## config.mk

```make
export PLATFORM = sky130hd
export DESIGN_NAME = atadma_host
export DESIGN_NICKNAME = d
export VERILOG_FILES = /design/src/rtl/atadma_pkg.sv /design/src/rtl/atadma_timer.sv /design/src/rtl/atadma_ctl.sv /design/src/rtl/atadma_dpath.sv /design/src/rtl/atadma_host.sv
export SDC_FILE = /design/constraint.sdc
export NUM_CORES = 1
export LEC_CHECK = 0
export BUFFER_PORTS_ARGS = -buffer_cell sky130_fd_sc_hd__buf_4
export CORE_ASPECT_RATIO = 0.5
export CORE_MARGIN = 3
export CORE_UTILIZATION = 43
export DETAILED_ROUTE_END_ITERATION = 10
export PLACE_DENSITY = 0.81
export SYNTH_ARGS = -nofsm -noshare
export SYNTH_HDL_FRONTEND = slang
export SYNTH_SLANG_ARGS = --single-unit
```

## constraint.sdc

```tcl
create_clock -name clk -period 1.8 [get_ports clk]
set_input_delay 0.09 -clock clk [delete_from_list [all_inputs] [get_ports clk]]
set_output_delay 0.09 -clock clk [all_outputs]
set_load 0.01 [all_outputs]
```

## src/rtl/atadma_pkg.sv

```systemverilog
package atadma_pkg;

   typedef enum logic [1:0] {
      ST_IDLE = 2'd0,
      ST_ACK  = 2'd1,
      ST_STRB = 2'd2,
      ST_NEG  = 2'd3
   } seq_st_e;

   // Round a time in ns up to whole clock cycles; non-zero times give at least one cycle.
   function automatic int ns2cyc(input int t_ns, input int clk_ns);
      int c;
      if (t_ns <= 0) return 0;
      c = (t_ns + clk_ns - 1) / clk_ns;
      return (c < 1) ? 1 : c;
   endfunction

   function automatic int imax(input int a, input int b);
      return (a > b) ? a : b;
   endfunction

endpackage

```

## src/rtl/atadma_timer.sv

```systemverilog
module atadma_timer #(
   parameter int CW = 8
) (
   input  logic          clk,
   input  logic          rst,
   input  logic          clr,
   output logic [CW-1:0] cnt
);

   always_ff @(posedge clk) begin
      if (rst || clr) cnt <= '0;
      else            cnt <= cnt + 1'b1;
   end

endmodule

```

## src/rtl/atadma_ctl.sv

```systemverilog
module atadma_ctl
   import atadma_pkg::*;
#(
   parameter int CW     = 8,
   parameter int ACT_C  = 54,
   parameter int NEGR_C = 66,
   parameter int NEGW_C = 66,
   parameter int CHKR_C = 30,
   parameter int CHKW_C = 10
) (
   input  logic          clk,
   input  logic          rst,
   input  logic          dmarq,
   input  logic          dir_wr,
   input  logic          term_cnt,
   input  logic          tx_valid,
   input  logic          rx_full,
   input  logic [CW-1:0] cnt,
   output seq_st_e       state,
   output logic          wr_q,
   output logic          tmr_clr,
   output logic          load_word,
   output logic          last_act
);

   seq_st_e       nxt;
   logic          wr_sel;
   logic          go;
   logic [CW-1:0] chk_at;
   logic [CW-1:0] neg_end;

   always_comb begin
      wr_sel    = (state == ST_IDLE) ? dir_wr : wr_q;
      go        = dmarq && !term_cnt && (wr_sel ? tx_valid : !rx_full);
      chk_at    = wr_q ? CW'(CHKW_C - 1) : CW'(CHKR_C - 1);
      neg_end   = wr_q ? CW'(NEGW_C - 1) : CW'(NEGR_C - 1);
      last_act  = (state == ST_STRB) && (cnt == CW'(ACT_C - 1));
      nxt       = state;
      tmr_clr   = 1'b0;
      load_word = 1'b0;
      case (state)
         ST_IDLE: begin
            tmr_clr = 1'b1;
            if (go) begin
               nxt       = ST_ACK;
               load_word = dir_wr;
            end
         end
         ST_ACK: begin
            nxt     = ST_STRB;
            tmr_clr = 1'b1;
         end
         ST_STRB: begin
            if (last_act) begin
               nxt     = ST_NEG;
               tmr_clr = 1'b1;
            end
         end
         ST_NEG: begin
            if (cnt == chk_at && !go) begin
               nxt = ST_IDLE;
            end else if (cnt == neg_end) begin
               nxt       = ST_STRB;
               tmr_clr   = 1'b1;
               load_word = wr_q;
            end
         end
         default: nxt = ST_IDLE;
      endcase
   end

   always_ff @(posedge clk) begin
      if (rst) begin
         state <= ST_IDLE;
         wr_q  <= 1'b0;
      end else begin
         state <= nxt;
         if (state == ST_IDLE && go) wr_q <= dir_wr;
      end
   end

endmodule

```

## src/rtl/atadma_dpath.sv

```systemverilog
module atadma_dpath #(
   parameter int DW              = 16,
   parameter int CW              = 8,
   parameter int ACT_C           = 54,
   parameter int ACC_C           = 38,
   parameter bit SAMPLE_AT_TRAIL = 1'b1
) (
   input  logic          clk,
   input  logic          rst,
   input  logic          load_word,
   input  logic [DW-1:0] tx_data,
   input  logic          rd_strobe,
   input  logic [CW-1:0] cnt,
   input  logic [DW-1:0] dd_in,
   output logic [DW-1:0] dd_out,
   output logic [DW-1:0] rx_data,
   output logic          rx_push
);

   logic rd_last;
   assign rd_last = rd_strobe && (cnt == CW'(ACT_C - 1));

   always_ff @(posedge clk) begin
      if (rst) begin
         dd_out  <= '0;
         rx_push <= 1'b0;
      end else begin
         if (load_word) dd_out <= tx_data;
         rx_push <= rd_last;
      end
   end

   generate
      if (SAMPLE_AT_TRAIL) begin : g_cap_trail
         always_ff @(posedge clk) begin
            if (rst)          rx_data <= '0;
            else if (rd_last) rx_data <= dd_in;
         end
      end else begin : g_cap_access
         always_ff @(posedge clk) begin
            if (rst)                                       rx_data <= '0;
            else if (rd_strobe && cnt == CW'(ACC_C - 1))   rx_data <= dd_in;
         end
      end
   endgenerate

endmodule

```

## src/rtl/atadma_host.sv

```systemverilog
module atadma_host
   import atadma_pkg::*;
#(
   parameter int DW              = 16,
   parameter int CLK_NS          = 4,
   parameter int CYCLE_NS        = 480,
   parameter int ACT_NS          = 215,
   parameter int NEG_RD_NS       = 50,
   parameter int NEG_WR_NS       = 215,
   parameter int ACK_HOLD_NS     = 20,
   parameter int WR_SETUP_NS     = 100,
   parameter int WR_HOLD_NS      = 20,
   parameter int RD_ACCESS_NS    = 150,
   parameter int RQ_RD_NS        = 120,
   parameter int RQ_WR_NS        = 40,
   parameter bit SAMPLE_AT_TRAIL = 1'b1
) (
   input  logic          clk,
   input  logic          rst,
   input  logic          dmarq,
   input  logic          dir_wr,
   input  logic          term_cnt,
   input  logic [DW-1:0] tx_data,
   input  logic          tx_valid,
   output logic          tx_pop,
   output logic [DW-1:0] rx_data,
   output logic          rx_push,
   input  logic          rx_full,
   output logic          dmack_n,
   output logic          dior_n,
   output logic          diow_n,
   output logic [DW-1:0] dd_out,
   input  logic [DW-1:0] dd_in,
   output logic          dd_oe
);

   localparam int CYC_C  = ns2cyc(CYCLE_NS, CLK_NS);
   localparam int ACT_C  = ns2cyc(ACT_NS, CLK_NS);
   localparam int NEGR_C = imax(ns2cyc(NEG_RD_NS, CLK_NS), CYC_C - ACT_C);
   localparam int NEGW_C = imax(ns2cyc(NEG_WR_NS, CLK_NS), CYC_C - ACT_C);
   localparam int HOLD_C = ns2cyc(ACK_HOLD_NS, CLK_NS);
   localparam int WSU_C  = ns2cyc(WR_SETUP_NS, CLK_NS);
   localparam int WHD_C  = ns2cyc(WR_HOLD_NS, CLK_NS);
   localparam int ACC_C  = ns2cyc(RD_ACCESS_NS, CLK_NS);
   localparam int CHKR_C = imax(imax(ns2cyc(RQ_RD_NS, CLK_NS), HOLD_C), 1);
   localparam int CHKW_C = imax(imax(ns2cyc(RQ_WR_NS, CLK_NS), imax(HOLD_C, WHD_C)), 1);
   localparam int CW     = $clog2(imax(ACT_C, imax(NEGR_C, NEGW_C)) + 1);

   if (CLK_NS < 1) begin : g_bad_clk
      $error("atadma_host: CLK_NS must be positive");
   end
   if (ACT_C < 1 || ACC_C > ACT_C) begin : g_bad_acc
      $error("atadma_host: read access time exceeds strobe width");
   end
   if (WSU_C > ACT_C) begin : g_bad_wsu
      $error("atadma_host: write setup exceeds strobe width");
   end
   if (CHKR_C >= NEGR_C || CHKW_C >= NEGW_C) begin : g_bad_chk
      $error("atadma_host: request window must end inside negated phase");
   end

   seq_st_e       state;
   logic          wr_q;
   logic          tmr_clr;
   logic          load_word;
   logic          last_act;
   logic [CW-1:0] cnt;

   atadma_timer #(.CW(CW)) tmr_i (
      .clk (clk),
      .rst (rst),
      .clr (tmr_clr),
      .cnt (cnt)
   );

   atadma_ctl #(
      .CW     (CW),
      .ACT_C  (ACT_C),
      .NEGR_C (NEGR_C),
      .NEGW_C (NEGW_C),
      .CHKR_C (CHKR_C),
      .CHKW_C (CHKW_C)
   ) ctl_i (
      .clk       (clk),
      .rst       (rst),
      .dmarq     (dmarq),
      .dir_wr    (dir_wr),
      .term_cnt  (term_cnt),
      .tx_valid  (tx_valid),
      .rx_full   (rx_full),
      .cnt       (cnt),
      .state     (state),
      .wr_q      (wr_q),
      .tmr_clr   (tmr_clr),
      .load_word (load_word),
      .last_act  (last_act)
   );

   atadma_dpath #(
      .DW              (DW),
      .CW              (CW),
      .ACT_C           (ACT_C),
      .ACC_C           (ACC_C),
      .SAMPLE_AT_TRAIL (SAMPLE_AT_TRAIL)
   ) dp_i (
      .clk       (clk),
      .rst       (rst),
      .load_word (load_word),
      .tx_data   (tx_data),
      .rd_strobe ((state == ST_STRB) && !wr_q),
      .cnt       (cnt),
      .dd_in     (dd_in),
      .dd_out    (dd_out),
      .rx_data   (rx_data),
      .rx_push   (rx_push)
   );

   assign tx_pop  = load_word;
   assign dmack_n = (state == ST_IDLE);
   assign dior_n  = !((state == ST_STRB) && !wr_q);
   assign diow_n  = !((state == ST_STRB) && wr_q);
   assign dd_oe   = wr_q && (state != ST_IDLE);

endmodule

```

==> flow_summary.ini, run 1 <==
[synth]
syn-instance-count = 188
syn_area_sq_mm = 0.00186
number_of_flip_flops_and_latches_in_the_synthesized_netlist = 43
synth_mux_area_frac = 0.183
synth_top_family_by_area = simple AND/OR/NAND/NOR gates
synth.yosys.warnings = 0
synthDistinctLibCells = 34
synth_sequential_area_ratio = 0.462
synth_compound_area_frac = 0.0524
yosys.area_share.adder = 0.0403
async_reset_ff_frac = 0
yosys_most_used_dff = dfxtp_1
synth-xor-area-share = 0.0235
post_synthesis_mean_instance_area_sq_um = 9.90
net_count_after_synthesis = 233
number_of_enable_flip_flop_cells_after_synthesis = 0
synth-simple-area-share = 0.197

[setup_path]
worst_r2r_endpoint = ctl_i.state[0]
number_of_cells_on_the_worst_reg_to_reg_path = 7
path_cells = inv_1 > ha_4 > mux2i_1 > mux2_4 > o21ai_4 > o21ai_1 > a221oi_2
worst-path-max-fanout = 4
required_ps = 1990
cp_slowest_cell = mux2_4
endpoint_kind = flip-flop
critPathMaxStageDelay_ps = 340
worst-path-stages = 7
timing.critical_path.arrival_ps = 1940
cp.buffers_inverters = 1
setup.worst_path.class = flip-flop to flip-flop
cp_top_family = multiplexers
timing.reg2reg.setup_slack_ps = 50
start_kind = flip-flop
crit-reg2reg-launch = ctl_i.state[1]

[timing]
timing.slew.headroom = 0.739
worst-slew-pin-transition_ps = 392
period_share = 0.971
report.final.setup_viol = 0
report.final.hold_viol_count = 0
drv_slew = 0
final_period_minus_worst_setup_slack_ps = 1750
layout_setup_ws_ps = 52.1
max_freq_mhz = 572
timing.clock.skew_ps = 4.11
tns_ps = 0

[clock_tree]
ctsLongestPathBuffers = 2
clkTransAtPathRegs_ps = 80
clock-sinks = 43
insertion_delay_ps = 280
cts_inserted_buffers = 5
htree_levels = 2
clockRootBuffer = clkbuf_8
cts_tree = built
cts_hold_buffers = 0

[placement]
post_detail_place_hpwl_um = 3200
numPortBuffers = 76
dpl_worst_slack_ps = 8.82
place.gp.congestion = 0.807
placed_cells_incl_taps = 315

[routing]
wire_length_reported_by_the_detailed_router_um = 4290
drt-vias-per-instance = 4.87
drt_pre_antenna_iters = 4
detailedRoute.firstIterationViolations = 25
ant_nets = 0
detailroute.via_count = 1598
routedWlPerCell_um = 13.1
drc_errors = 0

[global_routing]
maximum_number_of_pins_on_one_net_before_global_route_repair = 39
grt.overflow.total = 0
initial_antenna_violation_count = 0
grt_usage = 0.164
global_route_wire_length_before_repair_um = 6780
grt_pass1_vias = 1608

[layout]
fin_nets = 319
utilization = 0.668
drive_above_1_share = 0.398
synthToLayoutAreaGrowth_pct = 44.4
antennaDiodeCount = 0
layout.cells.non_filler = 328

[hold_path]
hp-class = primary input to flip-flop
hold_path_depth = 3
worst_hold_launch = dd_in[3]
hold-path-endpoint = dp_i.rx_data[3]

[floorplanning]
io_pins = 77
core-area_sq_mm = 0.00402
die_h_um = 52.5
die_w_um = 99.1
std_cell_rows = 16
fp.dieArea_sq_mm = 0.00520
starting_density_of_the_core = 0.463

[status]
status = finished, final reports clean

[power]
power.leakage_nw = 1.29
pwr_density_cell_mw_per_mm2 = 808
vdd.ir_drop.worst_mv = 0.458

[flow_run]
max_cap_viol_count = 0
==> flip-flops by register name, indices dropped and copies added (netlist names) <==
signal        cells
tmr_i.cnt         7
dp_i.dd_out      16
dp_i.rx_data     16
dp_i.rx_push      1
ctl_i.wr_q        1
ctl_i.state       2
==> what timing repair did <==
action	CTS	global route
hold endpoints to repair	0	0
endpoints found under the setup margin	2	13
pin swaps	0	0
setup buffers	6	0
gates resized for setup	2	8
==> cells in the mapped netlist, types with 3 or more instances <==
master,instances,area [sq um]
mux2i_1,33,330
nand2_1,4,15.0
clkbuf_1,4,15.0
nor2_1,42,158
buf_2,3,15.0
nand2b_1,5,31.3
and3_1,3,18.8
nand3_1,4,20.0
ha_1,6,75.1
xnor2_1,4,35.0
inv_1,5,18.8
dfxtp_1,43,861
==> power by group <==
part / switching, mW / total [mW] / internal, mW
combinational: 0.255 / 0.551 / 0.296
sequential: 0.0290 / 1.02 / 0.990
clock: 0.300 / 0.601 / 0.301
total: 0.584 / 2.17 / 1.59
==> cell usage in the layout, fill, tap and decap left out, types with 3 or more instances in the layout <==
cell,count
clkbuf_8,6
nand2b_1,5
dfxtp_1,39
buf_4,86
inv_1,4
mux2i_1,33
nand2_1,4
nor2_1,42
nand3_1,4
xnor2_1,4
ha_1,4
dfxtp_2,4
and3_1,3
==> worst register-to-register path, delay by kind of cell, from the launching register on <==
family / cells / cell delay, ps
AO/OA/AOI/OAI: 3 / 520
adder cells (fa/ha/maj): 1 / 150
buffers and inverters: 1 / 110
flip-flops: 1 / 310
multiplexers: 2 / 580
==> kinds of logic (layout without fill, tap and decap cells) <==
group           count (synthesis)  in the layout
flops                          43             43
xor+xnor                        5              5
buf+inv                        14            100
compound gates                 13             13
fa+ha+maj                       6              6
simple gates                   73             73
mux                            34             34
==> routing by layer <==
metal | GRT usage | up-vias | part of all wire
met5 | 0 | - | 0
met4 | 0.0476 | 0 | 0.011
met3 | 0.0465 | 6 | 0.042
met2 | 0.326 | 35 | 0.54
met1 | 0.170 | 750 | 0.41
li1 | - | 807 | -
==> cell type report <==
type | instances | area (sq um)
clock buffers | 6 | 82.6
clock inverters | 1 | 5.00
fillers | 330 | 1340
inverters | 5 | 18.8
multi-input cells | 131 | 962
flip-flops and latches | 43 | 866
well taps | 54 | 67.6
repair buffers | 88 | 686
==> metrics by stage <==
stage | hold slack, ps | total power, mW | cell area [sq um]
floorplan | 234 | 1.34 | 1880
global placement | 319 | 1.54 | 2530
detailed placement | 329 | 1.55 | 2530
CTS | 26.8 | 2.18 | 2670
global route | 34.8 | 2.29 | 2690
finish | 29.1 | 2.17 | 2690
==> worst max path at each step <==
| stage | startpoint | endpoint | slack, ps |
|---|---|---|---|
| 2_1_floorplan | ctl_i.state[0] | ctl_i.state[0] | 40 |
| 3_3_place_gp | ctl_i.state[0] | ctl_i.state[0] | 110 |
| 3_5_place_dp | ctl_i.state[0] | ctl_i.state[0] | 9 |
| 4_1_cts | ctl_i.state[0] | ctl_i.state[0] | 6 |
| 5_1_grt | ctl_i.state[1] | ctl_i.state[0] | -40 |
| 6_report | ctl_i.state[1] | ctl_i.state[0] | 50 |
Note: power is estimated with default switching activity, not from simulation.
==> inputs of run 2 (changes only) <==
--- a/config.mk
+++ b/config.mk
@@ -8,9 +8,9 @@
 export BUFFER_PORTS_ARGS = -buffer_cell sky130_fd_sc_hd__buf_4
 export CORE_ASPECT_RATIO = 0.5
 export CORE_MARGIN = 3
-export CORE_UTILIZATION = 43
+export CORE_UTILIZATION = 50
 export DETAILED_ROUTE_END_ITERATION = 10
-export PLACE_DENSITY = 0.81
+export PLACE_DENSITY = 0.88
 export SYNTH_ARGS = -nofsm -noshare
 export SYNTH_HDL_FRONTEND = slang
 export SYNTH_SLANG_ARGS = --single-unit
==> constraint.sdc (replaced) <==
create_clock -name clk -period 2.2 [get_ports clk]
set_input_delay 0.11 -clock clk [delete_from_list [all_inputs] [get_ports clk]]
set_output_delay 0.11 -clock clk [all_outputs]
set_load 0.01 [all_outputs]
==> flow_summary.ini, run 2 (same netlist as run 1, synthesis figures left out) <==
[routing]
drt_pre_antenna_iters = 4
wire_length_reported_by_the_detailed_router_um = 4360
met2WireLength_um = 2340
routedWlPerCell_um = 13.9
detailroute.via_count = 1546
ant_nets = 0
topRoutingLayerUsed = met4
drt-vias-per-instance = 4.94
routed-wl-met3_um = 176
detailedRoute.firstIterationViolations = 74
wirelength_met1_um = 1780
drc_errors = 0

[placement]
dpl_worst_slack_ps = 187
post_detail_place_hpwl_um = 3250
numPortBuffers = 76
place.gp.congestion = 0.825

[timing]
grt_setup_unrepaired = false
max_freq_mhz = 489
timing.clock.skew_ps = 11.3
tns_ps = 0
hold_ws_ps = 37.6
worst-slew-pin-transition_ps = 375
drv_slew = 0
report.final.setup_viol = 0
period_share = 0.930
timing.slew.headroom = 0.750
layout_setup_ws_ps = 154
report.final.hold_viol_count = 0
final_period_minus_worst_setup_slack_ps = 2050

[clock_tree]
htree_levels = 2
clockRootBuffer = clkbuf_8
ctsLongestPathBuffers = 2
cts_tree = built
cts_setup_buffers = 0
clock-sinks = 43
cts_inserted_buffers = 5
cts_hold_buffers = 0
insertion_delay_ps = 300
post_cts_resize_count = 0
clkTransAtPathRegs_ps = 90

[layout]
antennaDiodeCount = 0
fin_nets = 309
layout.cells.most_common = buf_4
synthToLayoutAreaGrowth_pct = 37.6
drive_above_1_share = 0.340
layout_top_registers = dp_i.dd_out (16), dp_i.rx_data (16), tmr_i.cnt (7)
most_frequent_cells_in_the_layout = buf_4 (78), dfxtp_1 (43), nor2_1 (42)

[global_routing]
grt.overflow.total = 0
grt_usage = 0.201
grt_pass1_vias = 1515
global_route_wire_length_before_repair_um = 7170
maximum_number_of_pins_on_one_net_before_global_route_repair = 39
initial_antenna_violation_count = 0

[floorplanning]
die_h_um = 49.2
core-area_sq_mm = 0.00328
die_w_um = 92.3
std_cell_rows = 14
io_pins = 77
fp.dieArea_sq_mm = 0.00454
starting_density_of_the_core = 0.568

[setup_path]
timing.reg2reg.setup_slack_ps = 150
critPathCapture = ctl_i.state[0]
number_of_cells_on_the_worst_reg_to_reg_path = 7
endpoint_kind = flip-flop
timing.critical_path.mode_cell = o21ai_1
timing.critical_path.from = ctl_i.state[0]
worst-path-max-fanout = 7
cp_top_family = compound AO/OA/AOI/OAI gates
required_ps = 2400
start_kind = flip-flop
cp_slowest_cell = mux2_2
timing.critical_path.arrival_ps = 2240
cp.buffers_inverters = 1
setup.worst_path.class = flip-flop to flip-flop
crit-reg2reg-launch = ctl_i.state[0]
path_cells = inv_1 > ha_1 > mux2i_1 > mux2_2 > o21ai_1 > o21ai_1 > a221oi_1
worst_r2r_endpoint = ctl_i.state[0]
worst-path-stages = 7
critPathMaxStageDelay_ps = 350

[hold_path]
hold_path_depth = 3
hp-class = primary input to flip-flop

[flow_run]
max_cap_viol_count = 0

[power]
finalPower_mw = 1.79
pwr_density_cell_mw_per_mm2 = 698
vdd.ir_drop.worst_mv = 0.378
power.leakage_nw = 1.23

[status]
status = finished, final reports clean
==> run 2: cell count changes in the layout (fill, tap and decap cells not counted), sizes merged <==
| cell | previous run | this run |
|---|---|---|
| buf | 88 | 78 |
| bufinv | 0 | 1 |
| clkbuf | 6 | 5 |
| clkinv | 1 | 2 |
==> run 2: worst register-to-register path, stage by stage, from the launching register on <==
cell	delay (ps)
dfxtp_1	340
inv_1	140
ha_1	310
mux2i_1	220
mux2_2	350
o21ai_1	230
o21ai_1	90
a221oi_1	280
==> run 2: through the flow <==
stage | cells | util | instance area [sq um]
detailed placement | 305 | 0.748 | 2450
global placement | 305 | 0.748 | 2450
finish | 313 | 0.782 | 2560
floorplan | 188 | - | 1860
global route | 313 | 0.782 | 2560
CTS | 313 | 0.782 | 2560
==> run 2: per-layer routing <==
layer	vias up	track usage
li1	788	-
met1	718	0.217
met2	34	0.371
met3	6	0.0616
met4	0	0.0788
met5	-	0
==> run 2: where the power goes <==
group / internal [mW] / switching [mW] / leakage (nW)
logic: 0.175 / 0.178 / 0.827
clock network: 0.338 / 0.266 / 0.0581
registers: 0.807 / 0.0251 / 0.347
total: 1.32 / 0.469 / 1.23
==> run 2: how the worst min path moves through the flow <==
stage	to	slack, ps	startpoint
finish	dp_i.rx_data[14]	40	dd_in[14]
global route	dp_i.dd_out[0]	30	tx_data[0]
CTS	dp_i.rx_data[14]	40	dd_in[14]
detailed placement	dp_i.rx_data[5]	350	dd_in[5]
global placement	dp_i.rx_data[15]	340	dd_in[15]
floorplan	dp_i.rx_data[0]	250	dd_in[0]
==> run 2: area by class of cell <==
cell class	count	area (sq um)
repair buffers	78	586
well taps	48	60.1
clock inverters	3	43.8
flip-flops and latches	43	861
clock buffers	5	68.8
fillers	238	713
inverters	5	18.8
multi-input cells	131	925
==> inputs of run 3 (changes only) <==
--- a/config.mk
+++ b/config.mk
@@ -11,6 +11,7 @@
 export CORE_UTILIZATION = 50
 export DETAILED_ROUTE_END_ITERATION = 10
 export PLACE_DENSITY = 0.88
+export REMOVE_ABC_BUFFERS = 1
 export SYNTH_ARGS = -nofsm -noshare
 export SYNTH_HDL_FRONTEND = slang
 export SYNTH_SLANG_ARGS = --single-unit
==> flow_summary.ini, run 3 (same netlist as run 1, synthesis figures left out) <==
[status]
status = finished, final reports clean

[placement]
place.gp.congestion = 0.797
postPlaceCellArea_sq_mm = 0.00245
numPortBuffers = 76
post_detail_place_hpwl_um = 3120
placed_cells_incl_taps = 305
dpl_worst_slack_ps = 134

[hold_path]
hp-class = primary input to flip-flop

[power]
pwr-share-clk = 0.343
power.combinational.fraction = 0.205
netSwitchingPower_uw = 513
power.leakage_nw = 1.23
internal_power_mw = 1.33
power.share.sequential = 0.452
switching_share = 0.278
vdd.ir_drop.worst_mv = 0.435
pwr_density_cell_mw_per_mm2 = 717
finalPower_mw = 1.84

[setup_path]
required_ps = 2370
start_kind = flip-flop
worst-path-max-fanout = 7
timing.critical_path.arrival_ps = 2320
cp_slowest_cell = a221oi_1
critPathMaxStageDelay_ps = 380
endpoint_kind = flip-flop
setup.worst_path.class = flip-flop to flip-flop
path_cells = inv_1 > ha_2 > mux2i_1 > mux2_2 > o21ai_2 > o21ai_1 > a221oi_1

[layout]
layout.cells.non_filler = 313
synthToLayoutAreaGrowth_pct = 38.1
utilization = 0.785
antennaDiodeCount = 0
finalInstanceArea_sq_mm = 0.00257
drive_above_1_share = 0.347
most_frequent_cells_in_the_layout = buf_4 (78), dfxtp_1 (43), nor2_1 (42)
fin_nets = 309
layout_top_registers = dp_i.dd_out (16), dp_i.rx_data (16), tmr_i.cnt (7)
fill_cells = 222
layout.cells.most_common = buf_4

[timing]
timing.clock.skew_ps = 10.3
report.final.setup_viol = 0
report.final.hold_viol_count = 0
drv_slew = 0
period_share = 0.976
hold_ws_ps = 37.7
layout_setup_ws_ps = 52.2
max_freq_mhz = 466
final_period_minus_worst_setup_slack_ps = 2150
worst-slew-pin-transition_ps = 379
tns_ps = 0
timing.slew.headroom = 0.747

[routing]
routed-wl-met3_um = 217
drt_pre_antenna_iters = 4
topRoutingLayerUsed = met4
wirelength_met1_um = 1770
ant_nets = 0
met2WireLength_um = 2380
drt-vias-per-instance = 5.11
detailedRoute.firstIterationViolations = 38
wire_length_reported_by_the_detailed_router_um = 4420
routedWlPerCell_um = 14.1
detailroute.via_count = 1599
drc_errors = 0

[clock_tree]
clock-sinks = 43
cts_hold_buffers = 0
ctsLongestPathBuffers = 2
clkTransAtPathRegs_ps = 90
clockRootBuffer = clkbuf_8
cts_setup_buffers = 0
cts_inserted_buffers = 5
insertion_delay_ps = 300
cts_tree = built
htree_levels = 2

[floorplanning]
std_cell_rows = 14
die_w_um = 92.3
core-area_sq_mm = 0.00328
fp.dieArea_sq_mm = 0.00454
die_h_um = 49.2
starting_density_of_the_core = 0.568
io_pins = 77

[global_routing]
grt_usage = 0.199
initial_antenna_violation_count = 0
maximum_number_of_pins_on_one_net_before_global_route_repair = 39
grt_pass1_vias = 1592
global_route_wire_length_before_repair_um = 7250
grt.overflow.total = 0

[flow_run]
max_cap_viol_count = 0
-- run 3: final cells by class --
type / count / area [sq um] / share of cell area
Tap cell: 48 / 60.1 / 0.0234
Multi-Input combinational cell: 131 / 931 / 0.362
Clock buffer: 5 / 68.8 / 0.0268
Timing Repair Buffer: 78 / 586 / 0.228
Sequential cell: 43 / 861 / 0.335
Inverter: 5 / 18.8 / 0.00730
Clock inverter: 3 / 46.3 / 0.0180
-- run 3: worst max-delay path: cells and delay by family, from the launching register on --
kind,cells,cell delay [ps]
AO/OA/AOI/OAI,3,670
adder cells (fa/ha/maj),1,280
buffers and inverters,1,150
flip-flops,1,340
multiplexers,2,590
-- run 3: per-layer routing --
layer | global-route usage | vias to the layer above
li1 | - | 789
met1 | 0.214 | 753
met2 | 0.371 | 48
met3 | 0.0570 | 9
met4 | 0.0764 | 0
met5 | 0 | -
-- run 3: timing repair --
action,CTS,global route
setup endpoints to repair,1,1
pin swaps,0,0
gates resized for setup,1,1
-- run 3: power groups by stage --
stage               clock [mW]  sequential [mW]  combinational, mW
floorplan                    0            0.852              0.203
global placement             0            0.847              0.342
detailed placement           0            0.850              0.355
CTS                      0.642            0.832              0.371
global route             0.685            0.837              0.406
finish                   0.633            0.833              0.378
-- run 3: worst paths after layout --
check,cells past startpoint,to,from,slack [ps]
worst min-delay path,3,dp_i.rx_data[3],dd_in[3],40
worst max register to register,7,ctl_i.state[0],ctl_i.state[0],50
worst min register to register,1,tmr_i.cnt[0],tmr_i.cnt[0],480
worst max-delay path,7,ctl_i.state[0],ctl_i.state[0],50
